`config.mk`:
```
export PLATFORM = sky130hd
export DESIGN_NAME = sector_lock_seq
export DESIGN_NICKNAME = d
export VERILOG_FILES = /design/src/rtl/sls_pkg.sv /design/src/rtl/sls_match.sv /design/src/rtl/sls_fsm.sv /design/src/rtl/sls_guard.sv /design/src/rtl/sector_lock_seq.sv
export SDC_FILE = /design/constraint.sdc
export NUM_CORES = 1
export LEC_CHECK = 0
export BUFFER_PORTS_ARGS = -buffer_cell sky130_fd_sc_hd__buf_2
export CORE_ASPECT_RATIO = 1.2
export CORE_MARGIN = 5
export CORE_UTILIZATION = 40
export CTS_CLUSTER_SIZE = 25
export DETAILED_ROUTE_END_ITERATION = 16
export PLACE_DENSITY = 0.59
export SYNTH_ARGS = -nofsm -noshare
export SYNTH_HDL_FRONTEND = slang
export SYNTH_HIERARCHICAL = 1
export SYNTH_SLANG_ARGS = --single-unit
```
`constraint.sdc`:
```
create_clock -name clk -period 2.58 [get_ports clk]
set_input_delay 0.129 -clock clk [delete_from_list [all_inputs] [get_ports clk]]
set_output_delay 0.129 -clock clk [all_outputs]
set_load 0.02 [all_outputs]
```
`src/rtl/sls_pkg.sv`:
```
package sls_pkg;

  localparam int ADDR_BITS  = 17;
  localparam int UNLOCK_LEN = 6;
  localparam int HIT_W      = $clog2(UNLOCK_LEN);

  localparam logic [ADDR_BITS-1:0] ZERO_ADDR = 17'h00000;
  localparam logic [ADDR_BITS-1:0] TAIL_ADDR = 17'h0FF00;

  typedef enum logic [1:0] {
    PH_HUNT = 2'd0,
    PH_PROT = 2'd1,
    PH_CPL  = 2'd2,
    PH_TAIL = 2'd3
  } phase_e;

  // Address expected at a given position of the unlock read pattern.
  function automatic logic [ADDR_BITS-1:0] unlock_addr(input logic [HIT_W-1:0] idx);
    logic [ADDR_BITS-1:0] a;
    case (idx)
      3'd0:    a = 17'h05555;
      3'd1:    a = 17'h1AAAA;
      3'd2:    a = 17'h03333;
      3'd3:    a = 17'h1CCCC;
      3'd4:    a = 17'h100FF;
      3'd5:    a = 17'h0FF00;
      default: a = 17'h00000;
    endcase
    return a;
  endfunction

  // Check that one byte is the bitwise complement of another.
  function automatic logic is_complement(input logic [7:0] a, input logic [7:0] b);
    return (a ^ b) == 8'hFF;
  endfunction

endpackage

```
`src/rtl/sls_match.sv`:
```
module sls_match
  import sls_pkg::*;
(
  input  logic                 acc_write,
  input  logic                 acc_fresh,
  input  logic [ADDR_BITS-1:0] acc_addr,
  input  logic [HIT_W-1:0]     hits,
  input  logic                 zero_seen,
  output logic                 step_hit,
  output logic                 start_hit,
  output logic                 zero_rd,
  output logic                 tail_wr
);

  logic is_read;

  assign is_read   = !acc_write;
  assign step_hit  = is_read && (acc_addr == unlock_addr(hits));
  assign start_hit = is_read && (acc_addr == unlock_addr('0)) && (acc_fresh || zero_seen);
  assign zero_rd   = is_read && (acc_addr == ZERO_ADDR);
  assign tail_wr   = acc_write && (acc_addr == TAIL_ADDR);

endmodule

```
`src/rtl/sls_fsm.sv`:
```
module sls_fsm
  import sls_pkg::*;
#(
  parameter int          SECTORS    = 8,
  parameter logic [SECTORS-1:0] PROT_RESET = '0
) (
  input  logic               clk,
  input  logic               rst_n,
  input  logic               acc_valid,
  input  logic               acc_write,
  input  logic [SECTORS-1:0] acc_data,
  input  logic               step_hit,
  input  logic               start_hit,
  input  logic               zero_rd,
  input  logic               tail_wr,
  output logic [HIT_W-1:0]   hits_q,
  output logic               zero_q,
  output logic [SECTORS-1:0] prot_q,
  output logic [SECTORS-1:0] pend_q,
  output logic               swallow,
  output logic               cpl_ok,
  output logic               seq_abort
);

  localparam logic [HIT_W-1:0] LAST_HIT = HIT_W'(UNLOCK_LEN - 1);
  localparam logic [HIT_W-1:0] ONE_HIT  = HIT_W'(1);

  phase_e             ph_q, ph_d;
  logic [HIT_W-1:0]   hits_d;
  logic [SECTORS-1:0] prot_d, pend_d;
  logic               cpl_match;

  assign cpl_match = ((acc_data ^ pend_q) == {SECTORS{1'b1}});

  always_comb begin
    ph_d      = ph_q;
    hits_d    = hits_q;
    prot_d    = prot_q;
    pend_d    = pend_q;
    swallow   = 1'b0;
    cpl_ok    = 1'b0;
    seq_abort = 1'b0;
    if (acc_valid) begin
      case (ph_q)
        PH_HUNT: begin
          if (hits_q != '0 && step_hit) begin
            if (hits_q == LAST_HIT) begin
              ph_d   = PH_PROT;
              hits_d = '0;
            end else begin
              hits_d = hits_q + ONE_HIT;
            end
          end else begin
            seq_abort = (hits_q != '0);
            hits_d    = start_hit ? ONE_HIT : '0;
          end
        end
        PH_PROT: begin
          if (acc_write) begin
            swallow = 1'b1;
            pend_d  = acc_data;
            ph_d    = PH_CPL;
          end else begin
            seq_abort = 1'b1;
            ph_d      = PH_HUNT;
            hits_d    = start_hit ? ONE_HIT : '0;
          end
        end
        PH_CPL: begin
          if (acc_write) begin
            swallow = 1'b1;
            hits_d  = '0;
            if (cpl_match) begin
              cpl_ok = 1'b1;
              prot_d = pend_q;
              ph_d   = PH_TAIL;
            end else begin
              seq_abort = 1'b1;
              ph_d      = PH_HUNT;
            end
          end else begin
            seq_abort = 1'b1;
            ph_d      = PH_HUNT;
            hits_d    = start_hit ? ONE_HIT : '0;
          end
        end
        PH_TAIL: begin
          swallow = tail_wr;
          ph_d    = PH_HUNT;
          hits_d  = start_hit ? ONE_HIT : '0;
        end
        default: begin
          ph_d   = PH_HUNT;
          hits_d = '0;
        end
      endcase
    end
  end

  always_ff @(posedge clk or negedge rst_n) begin
    if (!rst_n) begin
      ph_q   <= PH_HUNT;
      hits_q <= '0;
      zero_q <= 1'b0;
      prot_q <= PROT_RESET;
      pend_q <= '0;
    end else begin
      ph_q   <= ph_d;
      hits_q <= hits_d;
      prot_q <= prot_d;
      pend_q <= pend_d;
      if (acc_valid) zero_q <= zero_rd;
    end
  end

endmodule

```
`src/rtl/sls_guard.sv`:
```
module sls_guard
  import sls_pkg::*;
#(
  parameter int SECTORS = 8
) (
  input  logic                 acc_valid,
  input  logic                 acc_write,
  input  logic [ADDR_BITS-1:0] acc_addr,
  input  logic [SECTORS-1:0]   prot,
  input  logic                 swallow,
  output logic                 blocked,
  output logic                 wr_inhibit
);

  localparam int IDX_W     = $clog2(SECTORS);
  localparam int SEC_SHIFT = ADDR_BITS - IDX_W;

  logic [SECTORS-1:0] sec_blk;

  for (genvar i = 0; i < SECTORS; i++) begin : g_sec
    localparam logic [IDX_W-1:0] IDX = IDX_W'(i);
    assign sec_blk[i] = prot[i] && (acc_addr[ADDR_BITS-1:SEC_SHIFT] == IDX);
  end

  assign blocked    = |sec_blk;
  assign wr_inhibit = acc_valid && acc_write && (blocked || swallow);

endmodule

```
`src/rtl/sector_lock_seq.sv`:
```
module sector_lock_seq
  import sls_pkg::*;
#(
  parameter int                 SECTORS    = 8,
  parameter logic [SECTORS-1:0] PROT_RESET = '0
) (
  input  logic                 clk,
  input  logic                 rst_n,
  input  logic                 acc_valid,
  input  logic                 acc_write,
  input  logic                 acc_fresh,
  input  logic [ADDR_BITS-1:0] acc_addr,
  input  logic [SECTORS-1:0]   acc_data,
  output logic [SECTORS-1:0]   prot_mask,
  output logic                 wr_inhibit,
  output logic                 seq_swallow
);

  logic [HIT_W-1:0]   hits_q;
  logic               zero_q;
  logic               step_hit, start_hit, zero_rd, tail_wr;
  logic               swallow, cpl_ok, seq_abort, blocked;
  logic [SECTORS-1:0] prot_q, pend_q;

  sls_match u_match (
    .acc_write (acc_write),
    .acc_fresh (acc_fresh),
    .acc_addr  (acc_addr),
    .hits      (hits_q),
    .zero_seen (zero_q),
    .step_hit  (step_hit),
    .start_hit (start_hit),
    .zero_rd   (zero_rd),
    .tail_wr   (tail_wr)
  );

  sls_fsm #(.SECTORS(SECTORS), .PROT_RESET(PROT_RESET)) u_fsm (
    .clk       (clk),
    .rst_n     (rst_n),
    .acc_valid (acc_valid),
    .acc_write (acc_write),
    .acc_data  (acc_data),
    .step_hit  (step_hit),
    .start_hit (start_hit),
    .zero_rd   (zero_rd),
    .tail_wr   (tail_wr),
    .hits_q    (hits_q),
    .zero_q    (zero_q),
    .prot_q    (prot_q),
    .pend_q    (pend_q),
    .swallow   (swallow),
    .cpl_ok    (cpl_ok),
    .seq_abort (seq_abort)
  );

  sls_guard #(.SECTORS(SECTORS)) u_guard (
    .acc_valid  (acc_valid),
    .acc_write  (acc_write),
    .acc_addr   (acc_addr),
    .prot       (prot_q),
    .swallow    (swallow),
    .blocked    (blocked),
    .wr_inhibit (wr_inhibit)
  );

  assign prot_mask   = prot_q;
  assign seq_swallow = swallow && acc_valid;

endmodule

```
# --- Word level (Yosys, flattened, before mapping) ---
# Index checks and enable logic that the tools add are counted.
word_totals:
  out_inout_bits: 10
  register_bits: 22
  n_memories: 0
  mem_bits_ro: 0
  ram_bits: 0
  latchBits: 0
op_classes:
  reduce_logical: 31
  div_mod_pow: 0
  n_mul: 0
  shifts: 0
  eq_ne: 22
  n_bitwise: 1
  muxes: 16
  addsub: 1
  n_lt_le_gt_ge: 0
ops:
  columns: ["cell", "count"]
  rows:
  - ["$pmux W17 S6", 1]
  - ["$eq A3 B3 Y1 const B", 6]
  - ["$eq A17 B15 Y1 const B", 1]
  - ["$eq A17 B16 Y1 const B", 1]
  - ["$eq A17 B17 Y1", 1]
  - ["$logic_and A1 B1 Y1", 17]
  - ["$logic_not A17 Y1", 1]
  - ["$eq A3 B2 Y1 const B", 4]
  - ["$mux W3", 4]
  - ["$pmux W3 S4", 1]
  - ["$mux W2", 5]
  - ["$eq A8 B8 Y1 const B", 1]
  - ["$pmux W2 S4", 1]
  - ["$reduce_or A8 Y1", 1]
  - ["$xor A8 B8 Y8", 1]
  - ["$eq A3 B1 Y1 const B", 2]
  - ["$logic_not A3 Y1", 2]
  - ["$reduce_and A3 Y1", 2]
  - ["$eq A2 B2 Y1 const B", 2]
  - ["$ne A2 B1 Y1 const B", 2]
  - ["$reduce_and A4 Y1", 1]
  - ["$add A3 B1 Y3 const B", 1]
  - ["$mux W1", 3]
  - ["$reduce_bool A3 Y1", 1]
  - ["other kinds (8)", 9]

# --- Longest topological paths before layout ---
# Gate-level depths: netlist of run 1.
depth:
  depth_word: 7
  depth_mapped: 10
  ltp_nobuf: 9

# --- Modules after synthesis ---
# The synthesis of run 1 kept the hierarchy.
by_module_without_submodules:
  columns: ["mod", "seq_area_each_um2", "cells_each", "n_inst", "area_each_um2"]
  rows:
  - ["sls_fsm", 550.5, 98, 1, 1161.1]
  - ["sls_match", 0.0, 77, 1, 449.2]
  - ["sls_guard", 0.0, 10, 1, 87.6]
  - ["sector_lock_seq", 0.0, 1, 1, 6.3]

# --- Least setup slack after synthesis of run 1 ---
# Ideal clock, no wire load.
synth_path:
  kind: "register to register"
  from: "reg u_fsm.hits_q[1]"
  to: "reg u_fsm.hits_q[0]"
  setup_ps: 122
  path_slack_ps: 220
  path_stages_with_launch: 10
  t_arrival_ps: 2238
  n_path_buf: 0
  cell_sequence: "dfrtp_1 nand2b_1 o31a_1 a221o_1 nor4_1 and4_1 o311ai_0 nand2_1 o21ai_0 a32o_1"
synth_via:
  elab_chain_cells: 7
  word_cells_on_any_way: 14
  cone_classes: "6 x eq/ne; 4 x mux; 4 x reduce/logical"
synth_lines:
  columns: ["element", "line_no", "source"]
  rows:
  - ["start: declaration", "sls_fsm.sv:16", "output logic [HIT_W-1:0] hits_q,"]
  - ["start signal: assignment", "sls_fsm.sv:109", "hits_q <= hits_d;"]
  - ["$eq A3 B3 Y1 (tied with other cells)", "sls_pkg.sv:20", "case (idx)"]
  - ["$pmux W17 S6 *", "sls_pkg.sv:20", null]
  - ["$eq A17 B17 Y1 *", "sls_match.sv:18", "assign step_hit = is_read && (acc_addr == unlock_addr(hits));"]
  - ["$logic_and A1 B1 Y1 *", "sls_match.sv:18", null]
  - ["via step_hit", "sector_lock_seq.sv:21", "logic step_hit, start_hit, zero_rd, tail_wr;"]
  - ["$logic_and A1 B1 Y1 *", "sls_fsm.sv:46", "if (hits_q != '0 && step_hit) begin"]
  - ["$mux W3 *", "sls_fsm.sv:46", null]
  - ["$pmux W3 S4 *", "sls_fsm.sv:44", "case (ph_q)"]
# The timed path passes the listed nets; every way through them passes the cells marked *.
# A chain may end at the register's enable or synchronous reset.

# --- Worst setup path after layout of run 1 ---
layout_path:
  from: "reg u_fsm.hits_q[0]"
  to: "reg u_fsm.hits_q[0]"
# Same word-level chain as after synthesis.

==> flow_summary.ini, run 1 <==
[hold_path]
hold_path_end = u_fsm/pend_q[0]$_DFFE_PN0P_
hp-class = in -> reg
hold_path_startpoint = acc_data[0]
min_delay_path_depth = 2

[die]
initial_util = 0.418
die_area_um2 = 5540
die_h_um = 80.6
chipWidth_um = 68.8
design.core.area_um2 = 3970
floorplan.io_pins = 40
placementRows = 25

[pwr]
clock_power_share = 0.256
irDropWorstVdd_v = 0.000468
cell_internal_pwr_uw = 831
power.density_nw_per_um2 = 606
report.power.total_mw = 1.25
power_switching_uw = 423
p_leak_nw = 0.926
switching_share = 0.337
power.combinational.fraction = 0.341
sequential_cell_fraction_of_total_power = 0.403

[cells_and_area]
insertedDiodeCount = 0
commonest_cells_after_routing_fill_and_taps_aside = sky130_fd_sc_hd__buf_2, sky130_fd_sc_hd__dfrtp_1, sky130_fd_sc_hd__mux2_2
fin_nets = 263
drive_above_1_share = 0.360
layout-area-overhead-vs-synth_pct = 24.7
layout.core_utilization = 0.521
design_area_um2 = 2070
nFillCells = 394
most_frequent_standard_cell_in_the_layout_excluding_fill_and_tap_cells = sky130_fd_sc_hd__buf_2

[placement]
dp_hpwl_mm = 3.60
place.gp.congestion = 0.932
area_after_detailed_placement_um2 = 1970
io_buffer_count = 39

[clock_network]
h-tree-depth = 1
tritoncts_buffers = 3
worst_setup_hold_path_clk_slew_ps = 80
tritoncts = yes
clkLatencyLatePin_ps = 260
buffer_type_at_the_clock_tree_root = sky130_fd_sc_hd__clkbuf_8
max-clock-path-buffers = 2
cts.sink_count = 22

[setup_path]
critical_path.cell_chain = buf_4 -> or3b_1 -> a21oi_1 -> a211oi_1 -> nor4_1 -> and4_2 -> o311ai_0 -> nand2_1 -> o21ai_0 -> a32o_1
highest_cell_delay_on_the_worst_timing_path_ps = 480
worst-path-buf-inv = 1
critPathTopFamily = simple AND/OR/NAND/NOR gates
worstPathMaxFanout = 10
critical_path_class = reg -> reg
reg2reg_slack_ps = 150
crit_path_start_kind = flop
rr_endpoint = u_fsm/hits_q[0]$_DFFE_PN0P_
worst_ep_required_time_ps = 2740
cpMaxStageDelayCell = sky130_fd_sc_hd__dfrtp_2
timing.rr.start = u_fsm/hits_q[0]$_DFFE_PN0P_
worstSetupEndpointType = flop
cp.arrival_ps = 2590
worst_reg2reg_path_length_in_cells = 10

[run]
maxCapViolCount = 0

[synthesis]
syn-mean-instance-area_um2 = 9.33
syn-num-nets = 212
warnings_synthesis = 6
synthCells = 178
syn-cell-area_um2 = 1660

[timing]
finalSetupViolCount = 0
fin_skew_ps = 6.71
drv_slew = 0
finalSetupTns_ps = 0
normalized_max_slew_margin = 0.615
report.final.hold_viol_count = 0
achievable-frequency_mhz = 412
slew_at_the_pin_closest_to_its_max_slew_limit_ps = 574
min_period_ps = 2430
unrepaired_setup_endpoints_after_global_routing = yes
timing.final.crit_share = 0.941
worst_hold_slack_ps = 120

[grt]
grt_pass1_vias = 1577
global_route_wire_length_before_repair_mm = 7.13
grt_usage = 0.164
grt_max_degree = 23
gr-total-overflow = 0
number_of_antenna_violations_at_the_first_check_in_global_routing = 0

[drt]
routed_wirelength_mm = 4.38
post_route_ant_nets = 0
post_drt_via_cell_ratio = 5.56
detailroute.via_count = 1567
wire_per_inst_um = 15.5
detailedRoute.firstPassIterationCount = 4
dr.first_iter.drc_count = 38
detail_route.drc_violations = 0

[outcome]
status = completed
[flip-flops by register name (all words and copies together), names as in the netlist]
signal and cells:
u_fsm/hits_q 3, u_fsm/ph_q 2, u_fsm/prot_q 8, u_fsm/zero_q 1, u_fsm/pend_q 8
[power by group through the flow]
stage                     sequential [mW]  combinational (mW)  clock, mW
after floorplan                     0.495               0.306          0
after global routing                0.517               0.468      0.348
after global placement              0.506               0.409          0
final                               0.506               0.428      0.321
after CTS                           0.505               0.429      0.334
after detailed placement            0.512               0.427          0
[what timing repair did]
item,4_1_cts,5_1_grt
setup buffers,0,2
hold buffers,1,0
resized for setup,0,4
setup endpoints to repair,0,3
hold endpoints to repair,22,0
[worst max-delay path by stage]
stage                                startpoint                          end  slack [ps]  depth (start not counted)
floorplan           u_fsm/hits_q[1]$_DFFE_PN0P_  u_fsm/hits_q[0]$_DFFE_PN0P_         260                          9
global placement    u_fsm/hits_q[0]$_DFFE_PN0P_  u_fsm/hits_q[0]$_DFFE_PN0P_         110                          9
detailed placement  u_fsm/hits_q[0]$_DFFE_PN0P_  u_fsm/hits_q[0]$_DFFE_PN0P_          70                          9
CTS                 u_fsm/hits_q[0]$_DFFE_PN0P_  u_fsm/hits_q[0]$_DFFE_PN0P_          60                          9
global route        u_fsm/hits_q[1]$_DFFE_PN0P_  u_fsm/hits_q[0]$_DFFE_PN0P_         -10                         10
finish              u_fsm/hits_q[0]$_DFFE_PN0P_  u_fsm/hits_q[0]$_DFFE_PN0P_         150                         10
[per-stage QoR]
stage                     worst slack [ps]  cells
after global placement                 107    275
after global routing                 -10.9    282
after CTS                             57.8    280
final                                  153    282
after detailed placement              69.1    275
after floorplan                        259    178
[cell type report]
type | instances | area, um2 | area share
clock buffer | 3 | 41.3 | 0.0199
tap | 54 | 67.6 | 0.0326
sequential | 22 | 554 | 0.268
multi-input combinational | 144 | 1060 | 0.512
timing repair buffer | 52 | 295 | 0.143
inverter | 6 | 22.5 | 0.0109
clock inverter | 1 | 30.0 | 0.0145
[routing by layer]
layer / share of wire / global-route usage / routed length, um
met5: 0 / 0 / 0
met4: 0.0062 / 0.0312 / 27
met1: 0.44 / 0.210 / 1900
met3: 0.047 / 0.0280 / 204
met2: 0.51 / 0.284 / 2240
(Power assumes the default switching activity.)
==> run 2, diff against run 1 <==
Settings changed: RECOVER_POWER set to 25.
==> flow_summary.ini, run 2 (synthesis gave the netlist of run 1 again) <==
[run]
maxCapViolCount = 0

[placement]
dpl_worst_slack_ps = 69.1
area_after_detailed_placement_um2 = 1970
place.gp.congestion = 0.932
io_buffer_count = 39
dp.cells = 275
dp_hpwl_mm = 3.60

[grt]
grt_max_degree = 23
gr-total-overflow = 0
grt_usage = 0.164
number_of_antenna_violations_at_the_first_check_in_global_routing = 0
grt_pass1_vias = 1577
global_route_wire_length_before_repair_mm = 7.13

[pwr]
irDropWorstVdd_v = 0.000468
power.density_nw_per_um2 = 606
p_leak_nw = 0.923
report.power.total_mw = 1.25

[die]
placementRows = 25
floorplan.io_pins = 40
initial_util = 0.418
design.core.area_um2 = 3970
chipWidth_um = 68.8
die_h_um = 80.6
die_area_um2 = 5540

[setup_path]
cpMaxStageDelayCell = sky130_fd_sc_hd__dfrtp_2
worst-path-buf-inv = 1
worstSetupEndpointType = flop
critical_path.cell_chain = buf_4 -> or3b_1 -> a21oi_1 -> a211oi_1 -> nor4_1 -> and4_2 -> o311ai_0 -> nand2_1 -> o21ai_0 -> a32o_1
worst_ep_required_time_ps = 2740
critPathTopFamily = simple AND/OR/NAND/NOR gates
timing.rr.start = u_fsm/hits_q[0]$_DFFE_PN0P_
critical_path_class = reg -> reg
highest_cell_delay_on_the_worst_timing_path_ps = 480
crit_path_start_kind = flop
worstPathMaxFanout = 10
timing.critical_path.from = u_fsm/hits_q[0]$_DFFE_PN0P_
cp.arrival_ps = 2590

[clock_network]
tritoncts = yes
cts.sink_count = 22
tritoncts_buffers = 3
clkLatencyLatePin_ps = 260
worst_setup_hold_path_clk_slew_ps = 80
h-tree-depth = 1
max-clock-path-buffers = 2
buffer_type_at_the_clock_tree_root = sky130_fd_sc_hd__clkbuf_8

[timing]
finalSetupTns_ps = 0
min_period_ps = 2430
achievable-frequency_mhz = 412
final_critical_path_setup_slack_ps = 153
slew_at_the_pin_closest_to_its_max_slew_limit_ps = 1200
report.final.hold_viol_count = 0
fin_skew_ps = 6.69
unrepaired_setup_endpoints_after_global_routing = yes
worst_hold_slack_ps = 120
timing.final.crit_share = 0.941
drv_slew = 0
finalSetupViolCount = 0
normalized_max_slew_margin = 0.203

[cells_and_area]
most_frequent_standard_cell_in_the_layout_excluding_fill_and_tap_cells = sky130_fd_sc_hd__buf_2
reg.largest.list = u_fsm/pend_q: 8 flops, u_fsm/prot_q: 8 flops, u_fsm/hits_q: 3 flops
number_of_standard_cells_in_the_layout_taps_in_and_fillers_out = 282
insertedDiodeCount = 0
fin_nets = 263
design_area_um2 = 2070
drive_above_1_share = 0.355
layout.core_utilization = 0.521
commonest_cells_after_routing_fill_and_taps_aside = sky130_fd_sc_hd__buf_2, sky130_fd_sc_hd__dfrtp_1, sky130_fd_sc_hd__mux2_2
layout-area-overhead-vs-synth_pct = 24.6

[drt]
routed_wirelength_mm = 4.37
detail_route.drc_violations = 0
detailedRoute.firstPassIterationCount = 4
post_route_ant_nets = 0
dr.first_iter.drc_count = 38
post_drt_via_cell_ratio = 5.56
wire_per_inst_um = 15.5
detailroute.via_count = 1567

[hold_path]
hp-class = in -> reg
hold_path_startpoint = acc_data[0]

[outcome]
status = completed
==> run 2: layout make-up <==
| class | instances | area, um2 |
|---|---|---|
| fillers | 395 | 1900 |
| multi-input cells | 144 | 1060 |
| flip-flops and latches | 22 | 554 |
| repair buffers | 52 | 294 |
| well taps | 54 | 67.6 |
| clock buffers | 3 | 41.3 |
| clock inverters | 1 | 30.0 |
| inverters | 6 | 22.5 |
==> run 2: per-layer routing <==
layer	vias up	wire length (um)	GRT usage	part of all wire
li1	779	-	-	-
met1	744	1900	0.210	0.44
met2	40	2240	0.284	0.51
met3	4	204	0.0280	0.047
met4	0	27	0.0312	0.0062
met5	-	0	0	0
==> run 2: path summary, 6_finish.rpt <==
path,end,slack (ps),cells after the start
min in group asynchronous,u_fsm/ph_q[1]$_DFFE_PN0P_,620,2
setup / recovery,u_fsm/hits_q[0]$_DFFE_PN0P_,150,10
max in group asynchronous,u_fsm/hits_q[2]$_DFFE_PN0P_,1160,2
hold / removal,u_fsm/pend_q[0]$_DFFE_PN0P_,120,2
setup reg to reg,u_fsm/hits_q[0]$_DFFE_PN0P_,150,10
hold reg to reg,u_fsm/zero_q$_DFFE_PN0P_,520,1
==> run 2: repair_timing <==
action | in CTS | in global routing
hold endpoints to repair | 22 | 0
hold buffers | 1 | 0
buffers inserted | 0 | 2
gates resized for setup | 0 | 4
endpoints found under the setup margin | 0 | 3
==> run 2: power breakdown <==
group / switching, mW / internal, mW / total (mW) / leakage [nW]
clock network: 0.114 / 0.207 / 0.321 / 0.0357
logic: 0.231 / 0.197 / 0.428 / 0.604
registers: 0.0785 / 0.427 / 0.506 / 0.283
